`src/rtl/sio_cfg_pkg.sv`:
```
package sio_cfg_pkg;
  localparam int BYTE_W = 8;

  localparam logic [7:0] REG_LOCK   = 8'h02;
  localparam logic [7:0] REG_LDN    = 8'h07;
  localparam logic [7:0] REG_ID_HI  = 8'h20;
  localparam logic [7:0] REG_ID_LO  = 8'h21;
  localparam logic [7:0] REG_REV    = 8'h22;
  localparam logic [7:0] REG_FCTL   = 8'h24;
  localparam logic [7:0] REG_FB_HI  = 8'h64;
  localparam logic [7:0] REG_FB_LO  = 8'h65;

  localparam logic [7:0] KEY_B0     = 8'h87;
  localparam logic [7:0] KEY_B1     = 8'h01;
  localparam logic [7:0] KEY_B2     = 8'h55;
  localparam logic [7:0] KEY_LAST_A = 8'h55;
  localparam logic [7:0] KEY_LAST_B = 8'hAA;

  localparam logic [7:0] RD_IDLE    = 8'hFF;
  localparam int         LOCK_BIT   = 1;

  typedef enum logic [1:0] {
    KS_WAIT0 = 2'd0,
    KS_WAIT1 = 2'd1,
    KS_WAIT2 = 2'd2,
    KS_WAIT3 = 2'd3
  } key_step_e;
endpackage

```
`src/rtl/sio_port_decode.sv`:
```
module sio_port_decode
  import sio_cfg_pkg::*;
#(
  parameter int         ADDR_W = 8,
  parameter logic [7:0] BASE_A = 8'h2E,
  parameter logic [7:0] BASE_B = 8'h4E
) (
  input  logic              base_sel,
  input  logic [ADDR_W-1:0] addr,
  output logic              hit_idx,
  output logic              hit_dat
);
  localparam logic [ADDR_W-1:0] IDX_A = ADDR_W'(BASE_A);
  localparam logic [ADDR_W-1:0] IDX_B = ADDR_W'(BASE_B);
  localparam logic [ADDR_W-1:0] DAT_A = IDX_A + ADDR_W'(1);
  localparam logic [ADDR_W-1:0] DAT_B = IDX_B + ADDR_W'(1);

  logic [ADDR_W-1:0] idx_addr;
  logic [ADDR_W-1:0] dat_addr;

  always_comb begin
    idx_addr = base_sel ? IDX_B : IDX_A;
    dat_addr = base_sel ? DAT_B : DAT_A;
    hit_idx  = (addr == idx_addr);
    hit_dat  = (addr == dat_addr);
  end
endmodule

```
`src/rtl/sio_key_seq.sv`:
```
module sio_key_seq
  import sio_cfg_pkg::*;
#(
  parameter int DATA_W = 8
) (
  input  logic              clk,
  input  logic              rst,
  input  logic              key_we,
  input  logic [DATA_W-1:0] key_byte,
  input  logic              alt_base,
  output logic              key_hit
);
  key_step_e         step_q;
  logic [DATA_W-1:0] want;
  logic              match;

  always_comb begin
    unique case (step_q)
      KS_WAIT0: want = DATA_W'(KEY_B0);
      KS_WAIT1: want = DATA_W'(KEY_B1);
      KS_WAIT2: want = DATA_W'(KEY_B2);
      default:  want = alt_base ? DATA_W'(KEY_LAST_B) : DATA_W'(KEY_LAST_A);
    endcase
    match   = (key_byte == want);
    key_hit = key_we && match && (step_q == KS_WAIT3);
  end

  always_ff @(posedge clk) begin
    if (rst) begin
      step_q <= KS_WAIT0;
    end else if (key_we) begin
      if (match) begin
        unique case (step_q)
          KS_WAIT0: step_q <= KS_WAIT1;
          KS_WAIT1: step_q <= KS_WAIT2;
          KS_WAIT2: step_q <= KS_WAIT3;
          default:  step_q <= KS_WAIT0;
        endcase
      end else if (key_byte == DATA_W'(KEY_B0)) begin
        step_q <= KS_WAIT1;
      end else begin
        step_q <= KS_WAIT0;
      end
    end
  end
endmodule

```
`src/rtl/sio_cfg_regs.sv`:
```
module sio_cfg_regs
  import sio_cfg_pkg::*;
#(
  parameter int               DATA_W     = 8,
  parameter logic [7:0]       ID_HI      = 8'h87,
  parameter logic [7:0]       ID_LO      = 8'h16,
  parameter logic [7:0]       REV_ID     = 8'h03,
  parameter logic [7:0]       FLASH_LDN  = 8'h07,
  parameter logic [7:0]       CTL_INIT   = 8'h02,
  parameter logic [15:0]      FBASE_INIT = 16'h0820
) (
  input  logic                clk,
  input  logic                rst,
  input  logic                wr_en,
  input  logic [DATA_W-1:0]   reg_idx,
  input  logic [DATA_W-1:0]   wdata,
  output logic [DATA_W-1:0]   rd_val,
  output logic                lock_req,
  output logic [DATA_W-1:0]   ldn_q,
  output logic [DATA_W-1:0]   ctl_q,
  output logic [2*DATA_W-1:0] fbase_q
);
  localparam int NBANK = 2;

  logic              in_flash_bank;
  logic [NBANK-1:0]  bank_sel;
  logic [DATA_W-1:0] bank_q [NBANK];

  assign in_flash_bank = (ldn_q == DATA_W'(FLASH_LDN));
  assign bank_sel[0]   = (reg_idx == DATA_W'(REG_FB_HI));
  assign bank_sel[1]   = (reg_idx == DATA_W'(REG_FB_LO));
  assign lock_req      = wr_en && (reg_idx == DATA_W'(REG_LOCK)) && wdata[LOCK_BIT];

  always_ff @(posedge clk) begin
    if (rst) begin
      ldn_q <= '0;
      ctl_q <= DATA_W'(CTL_INIT);
    end else if (wr_en) begin
      if (reg_idx == DATA_W'(REG_LDN))  ldn_q <= wdata;
      if (reg_idx == DATA_W'(REG_FCTL)) ctl_q <= wdata;
    end
  end

  for (genvar b = 0; b < NBANK; b++) begin : g_bank
    localparam int HI = (NBANK - b) * DATA_W - 1;
    always_ff @(posedge clk) begin
      if (rst) begin
        bank_q[b] <= FBASE_INIT[HI -: DATA_W];
      end else if (wr_en && in_flash_bank && bank_sel[b]) begin
        bank_q[b] <= wdata;
      end
    end
    assign fbase_q[HI -: DATA_W] = bank_q[b];
  end

  always_comb begin
    rd_val = '0;
    unique case (reg_idx)
      DATA_W'(REG_ID_HI): rd_val = DATA_W'(ID_HI);
      DATA_W'(REG_ID_LO): rd_val = DATA_W'(ID_LO);
      DATA_W'(REG_REV):   rd_val = DATA_W'(REV_ID);
      DATA_W'(REG_LDN):   rd_val = ldn_q;
      DATA_W'(REG_FCTL):  rd_val = ctl_q;
      DATA_W'(REG_FB_HI): rd_val = in_flash_bank ? bank_q[0] : '0;
      DATA_W'(REG_FB_LO): rd_val = in_flash_bank ? bank_q[1] : '0;
      default:            rd_val = '0;
    endcase
  end
endmodule

```
`src/rtl/sio_cfg_gate.sv`:
```
module sio_cfg_gate
  import sio_cfg_pkg::*;
#(
  parameter int          ADDR_W     = 8,
  parameter int          DATA_W     = 8,
  parameter logic [7:0]  BASE_A     = 8'h2E,
  parameter logic [7:0]  BASE_B     = 8'h4E,
  parameter logic [7:0]  ID_HI      = 8'h87,
  parameter logic [7:0]  ID_LO      = 8'h16,
  parameter logic [7:0]  REV_ID     = 8'h03,
  parameter logic [7:0]  FLASH_LDN  = 8'h07,
  parameter logic [7:0]  CTL_INIT   = 8'h02,
  parameter logic [15:0] FBASE_INIT = 16'h0820
) (
  input  logic                clk,
  input  logic                rst,
  input  logic                base_sel,
  input  logic                io_wr,
  input  logic                io_rd,
  input  logic [ADDR_W-1:0]   io_addr,
  input  logic [DATA_W-1:0]   io_wdata,
  output logic [DATA_W-1:0]   io_rdata,
  output logic                cfg_open,
  output logic [DATA_W-1:0]   ldn_sel,
  output logic [DATA_W-1:0]   flash_ctl,
  output logic [2*DATA_W-1:0] flash_base
);
  logic              hit_idx, hit_dat;
  logic              key_we, key_hit;
  logic              reg_we, lock_req;
  logic [DATA_W-1:0] idx_q;
  logic [DATA_W-1:0] reg_rd;
  logic [DATA_W-1:0] rd_next;

  sio_port_decode #(
    .ADDR_W (ADDR_W),
    .BASE_A (BASE_A),
    .BASE_B (BASE_B)
  ) u_dec (
    .base_sel (base_sel),
    .addr     (io_addr),
    .hit_idx  (hit_idx),
    .hit_dat  (hit_dat)
  );

  assign key_we = io_wr && hit_idx && !cfg_open;
  assign reg_we = io_wr && hit_dat && cfg_open;

  sio_key_seq #(
    .DATA_W (DATA_W)
  ) u_key (
    .clk      (clk),
    .rst      (rst),
    .key_we   (key_we),
    .key_byte (io_wdata),
    .alt_base (base_sel),
    .key_hit  (key_hit)
  );

  sio_cfg_regs #(
    .DATA_W     (DATA_W),
    .ID_HI      (ID_HI),
    .ID_LO      (ID_LO),
    .REV_ID     (REV_ID),
    .FLASH_LDN  (FLASH_LDN),
    .CTL_INIT   (CTL_INIT),
    .FBASE_INIT (FBASE_INIT)
  ) u_regs (
    .clk      (clk),
    .rst      (rst),
    .wr_en    (reg_we),
    .reg_idx  (idx_q),
    .wdata    (io_wdata),
    .rd_val   (reg_rd),
    .lock_req (lock_req),
    .ldn_q    (ldn_sel),
    .ctl_q    (flash_ctl),
    .fbase_q  (flash_base)
  );

  always_ff @(posedge clk) begin
    if (rst) begin
      cfg_open <= 1'b0;
    end else if (key_hit) begin
      cfg_open <= 1'b1;
    end else if (lock_req) begin
      cfg_open <= 1'b0;
    end
  end

  always_ff @(posedge clk) begin
    if (rst) begin
      idx_q <= '0;
    end else if (io_wr && hit_idx && cfg_open) begin
      idx_q <= io_wdata;
    end
  end

  always_comb begin
    rd_next = DATA_W'(RD_IDLE);
    if (cfg_open && hit_idx)      rd_next = idx_q;
    else if (cfg_open && hit_dat) rd_next = reg_rd;
  end

  always_ff @(posedge clk) begin
    if (rst) begin
      io_rdata <= DATA_W'(RD_IDLE);
    end else if (io_rd) begin
      io_rdata <= rd_next;
    end
  end
endmodule

```
`config.mk`:
```
export PLATFORM = sky130hd
export DESIGN_NAME = sio_cfg_gate
export DESIGN_NICKNAME = d
export VERILOG_FILES = /design/src/rtl/sio_cfg_pkg.sv /design/src/rtl/sio_port_decode.sv /design/src/rtl/sio_key_seq.sv /design/src/rtl/sio_cfg_regs.sv /design/src/rtl/sio_cfg_gate.sv
export SDC_FILE = /design/constraint.sdc
export NUM_CORES = 1
export LEC_CHECK = 0
export ABC_AREA = 1
export BUFFER_PORTS_ARGS = -buffer_cell sky130_fd_sc_hd__buf_2
export CAP_MARGIN = 10
export CELL_PAD_IN_SITES_DETAIL_PLACEMENT = 1
export CELL_PAD_IN_SITES_GLOBAL_PLACEMENT = 1
export CORE_MARGIN = 2
export CORE_UTILIZATION = 38
export DETAILED_ROUTE_END_ITERATION = 10
export PLACE_DENSITY_LB_ADDON = 0.1
export SETUP_SLACK_MARGIN = 0.4
export SKIP_LAST_GASP = 1
export SLEW_MARGIN = 40
export SYNTH_ARGS = -nofsm -noshare
export SYNTH_HDL_FRONTEND = slang
export SYNTH_HIERARCHICAL = 1
export SYNTH_SLANG_ARGS = --single-unit
```
`constraint.sdc`:
```
create_clock -name clk -period 3 [get_ports clk]
set_input_delay 0.15 -clock clk [delete_from_list [all_inputs] [get_ports clk]]
set_output_delay 0.15 -clock clk [all_outputs]
set_load 0.03 [all_outputs]
```
==> impl_metrics.json <==
{
  "cap_viol_max_count": 0,
  "hold_viol_final": 0,
  "netlist.area_leader.share_pct": 22.7,
  "grt_pass1_vias": 3150,
  "start_kind": "flip-flop",
  "power.density_mw_per_mm2": 377,
  "synth_area_sq_mm": 0.00309,
  "tns_ps": 0,
  "die_area_sq_mm": 0.00888,
  "cts_max_level": 2,
  "hold_end": "io_rdata[2]$_SDFFE_PP1P_",
  "drc_errors": 0,
  "rows": 32,
  "worst_hold_slack_ps": 103,
  "ir_worst_vdd_mv": 0.193,
  "power_w": 0.00135,
  "start_util_pct": 39.6,
  "grt_pass1_wl_mm": 15.6,
  "crit_required_ps": 3010,
  "yosysTopAreaCell": "dfxtp_1",
  "syn_inst": 480,
  "fp.dieW_um": 94.2,
  "holdBufCountCts": 0,
  "grt.total_usage_pct": 22.8,
  "syn_avg_cell_area_sq_um": 6.44,
  "drive_gt1_share_pct": 17.6,
  "viasPerCell": 4.83,
  "syn_nets": 506,
  "die_h_um": 94.2,
  "place_area_sq_mm": 0.00347,
  "worstPathMaxFanout": 11,
  "max_slew.worst_pin.slew_ps": 767,
  "design_area_sq_mm": 0.00358,
  "cts_made_buffers": 5,
  "antenna_left": 0,
  "period_share_pct": 69.1,
  "seq_area_frac_synth_pct": 38.2,
  "drt-initial-drc-count": 107,
  "post_cts_resized": 0,
  "setup_ws_ps": 928,
  "relSlewSlack_pct": 48.7,
  "layout_commonest_cell": "nand2_1",
  "fin_crit_ps": 2070,
  "cts_tree": "built",
  "place_congestion": 0.831,
  "rsz0062_at_grt": "no",
  "fmaxAchievable_mhz": 483,
  "diodes": 0,
  "dp_hpwl_mm": 7.22,
  "vias": 3103,
  "crit_path_end_kind": "flip-flop",
  "place_ws_ps": 1020,
  "cts.clk_slew.worst_paths_ps": 100,
  "ys_types": 27,
  "holdCritStartpoint": "io_rd",
  "hold_depth": 3,
  "core_sq_mm": 0.00781,
  "placement.io_buffers": 61,
  "synth_seq_cells": 51,
  "hold_class": "input port to flip-flop",
  "ys_warn_count": 6,
  "wl_per_cell_um": 14.6,
  "worstPathArrival_ps": 2090,
  "setup_viol": 0,
  "worstReg2RegEnd": "u_regs/bank_q[0][2]$_SDFFCE_PN0P_",
  "finClkSkew_ps": 9.99,
  "reg2reg_from": "u_regs/ldn_q[2]$_SDFFE_PP0P_",
  "grt_max_degree": 22,
  "drt-total-wl_mm": 9.37,
  "dr.pass1.iters": 4,
  "cts_setup_buffers": 0,
  "power_leakage_nw": 1.84,
  "clk_path_buf_depth": 2,
  "reg2regPathDepth": 7,
  "clk_latency_ps": 300,
  "slew_viol_final": 0,
  "nets": 566,
  "r2r_slack_ps": 930,
  "grt_overflow": 0,
  "crit_type": "flip-flop to flip-flop",
  "numClockSinks": 51,
  "final_cell_mix": "nand2_1 (142), nor2_1 (103), inv_1 (75), buf_2 (61), nand3_1 (43)",
  "io_pins": 62,
  "antenna_found_initial": 0,
  "ctsRootBufferMaster": "clkbuf_8",
  "ys_top_cells_by_area": "dfxtp_1 (23%), nand2_1 (17%), edfxtp_1 (16%), nor2_1 (13%), inv_1 (9.1%)",
  "outcome": "complete, no violations",
  "area_growth_pct": 15.8
}
==> cell families (layout without fill, tap and decap cells) <==
group / count (synthesis) / in the layout / synth area share (%)
buf+inv: 88 / 149 / 11.9
simple gates: 319 / 319 / 45.2
flops: 51 / 51 / 38.2
compound gates: 17 / 17 / 2.75
fa+ha+maj: 5 / 5 / 2.02
==> metal layers <==
layer | global-route usage [%] | up-vias | part of all wire, % | wire length [um]
met5 | 0 | - | 0 | 0
met3 | 3.61 | 2 | 3.6 | 338
met1 | 30.4 | 1462 | 47 | 4410
met2 | 39.5 | 59 | 49 | 4570
li1 | - | 1580 | - | -
met4 | 3.74 | 0 | 0.48 | 45
==> layout make-up <==
class,instances,area [sq um]
Clock buffer,5,68.8
Clock inverter,3,42.5
Fill cell,1100,4230
Inverter,77,289
Multi-Input combinational cell,341,1550
Sequential cell,51,1180
Tap cell,102,128
Timing Repair Buffer,64,328
==> worst max-delay path: stages (launching register included) <==
cell     delay, ps
dfxtp_1        390
nand2_1         70
inv_1           50
nand2_1         50
nor2_1         580
nand2_1        220
o21ai_0        230
buf_4          200
==> synth_stat cells, drive strengths merged <==
cell type and number:
clkbuf 2, nor2 112, nand4 7, nand3 46
nor3 1, ha 5, dfxtp 35, inv 77
buf 9, nand2 150, o21ai 5, edfxtp 16
nor4 1, a21oi 12, nor3b 1, nand3b 1
==> sequential cells by signal, indices dropped and copies added (netlist names) <==
name	count
u_key/step_q	2
cfg_open	1
u_regs/ctl_q	8
u_regs/bank_q	16
io_rdata	8
u_regs/ldn_q	8
idx_q	8
==> where the power goes <==
| group | total (W) | switching, W | leakage [nW] | internal, W |
|---|---|---|---|---|
| Combinational | 0.000129 | 0.0000944 | 1.35 | 0.0000342 |
| Sequential | 0.000735 | 0.00000951 | 0.437 | 0.000726 |
| Clock | 0.000487 | 0.000238 | 0.0562 | 0.000249 |
==> how the worst max path moves through the flow <==
stage | startpoint | end | cells past startpoint
2_1_floorplan | cfg_open$_SDFFE_PP0P_ | u_regs/bank_q[0][0]$_SDFFCE_PN0P_ | 4
3_3_place_gp | u_regs/ldn_q[1]$_SDFFE_PP0P_ | u_regs/bank_q[1][7]$_SDFFCE_PN0P_ | 7
3_5_place_dp | u_regs/ldn_q[2]$_SDFFE_PP0P_ | u_regs/bank_q[0][7]$_SDFFCE_PN0P_ | 7
4_1_cts | u_regs/ldn_q[2]$_SDFFE_PP0P_ | u_regs/bank_q[0][7]$_SDFFCE_PN0P_ | 7
5_1_grt | u_regs/ldn_q[1]$_SDFFE_PP0P_ | u_regs/bank_q[0][5]$_SDFFCE_PN0P_ | 6
6_report | u_regs/ldn_q[2]$_SDFFE_PP0P_ | u_regs/bank_q[0][2]$_SDFFCE_PN0P_ | 7
==> per-stage QoR <==
stage | cells | utilization [%]
after global placement | 635 | 44.5
after detailed placement | 635 | 44.5
final | 643 | 45.9
after floorplan | 480 | -
after CTS | 643 | 45.9
after global routing | 643 | 45.9
Note: power is estimated with default switching activity, not from simulation.
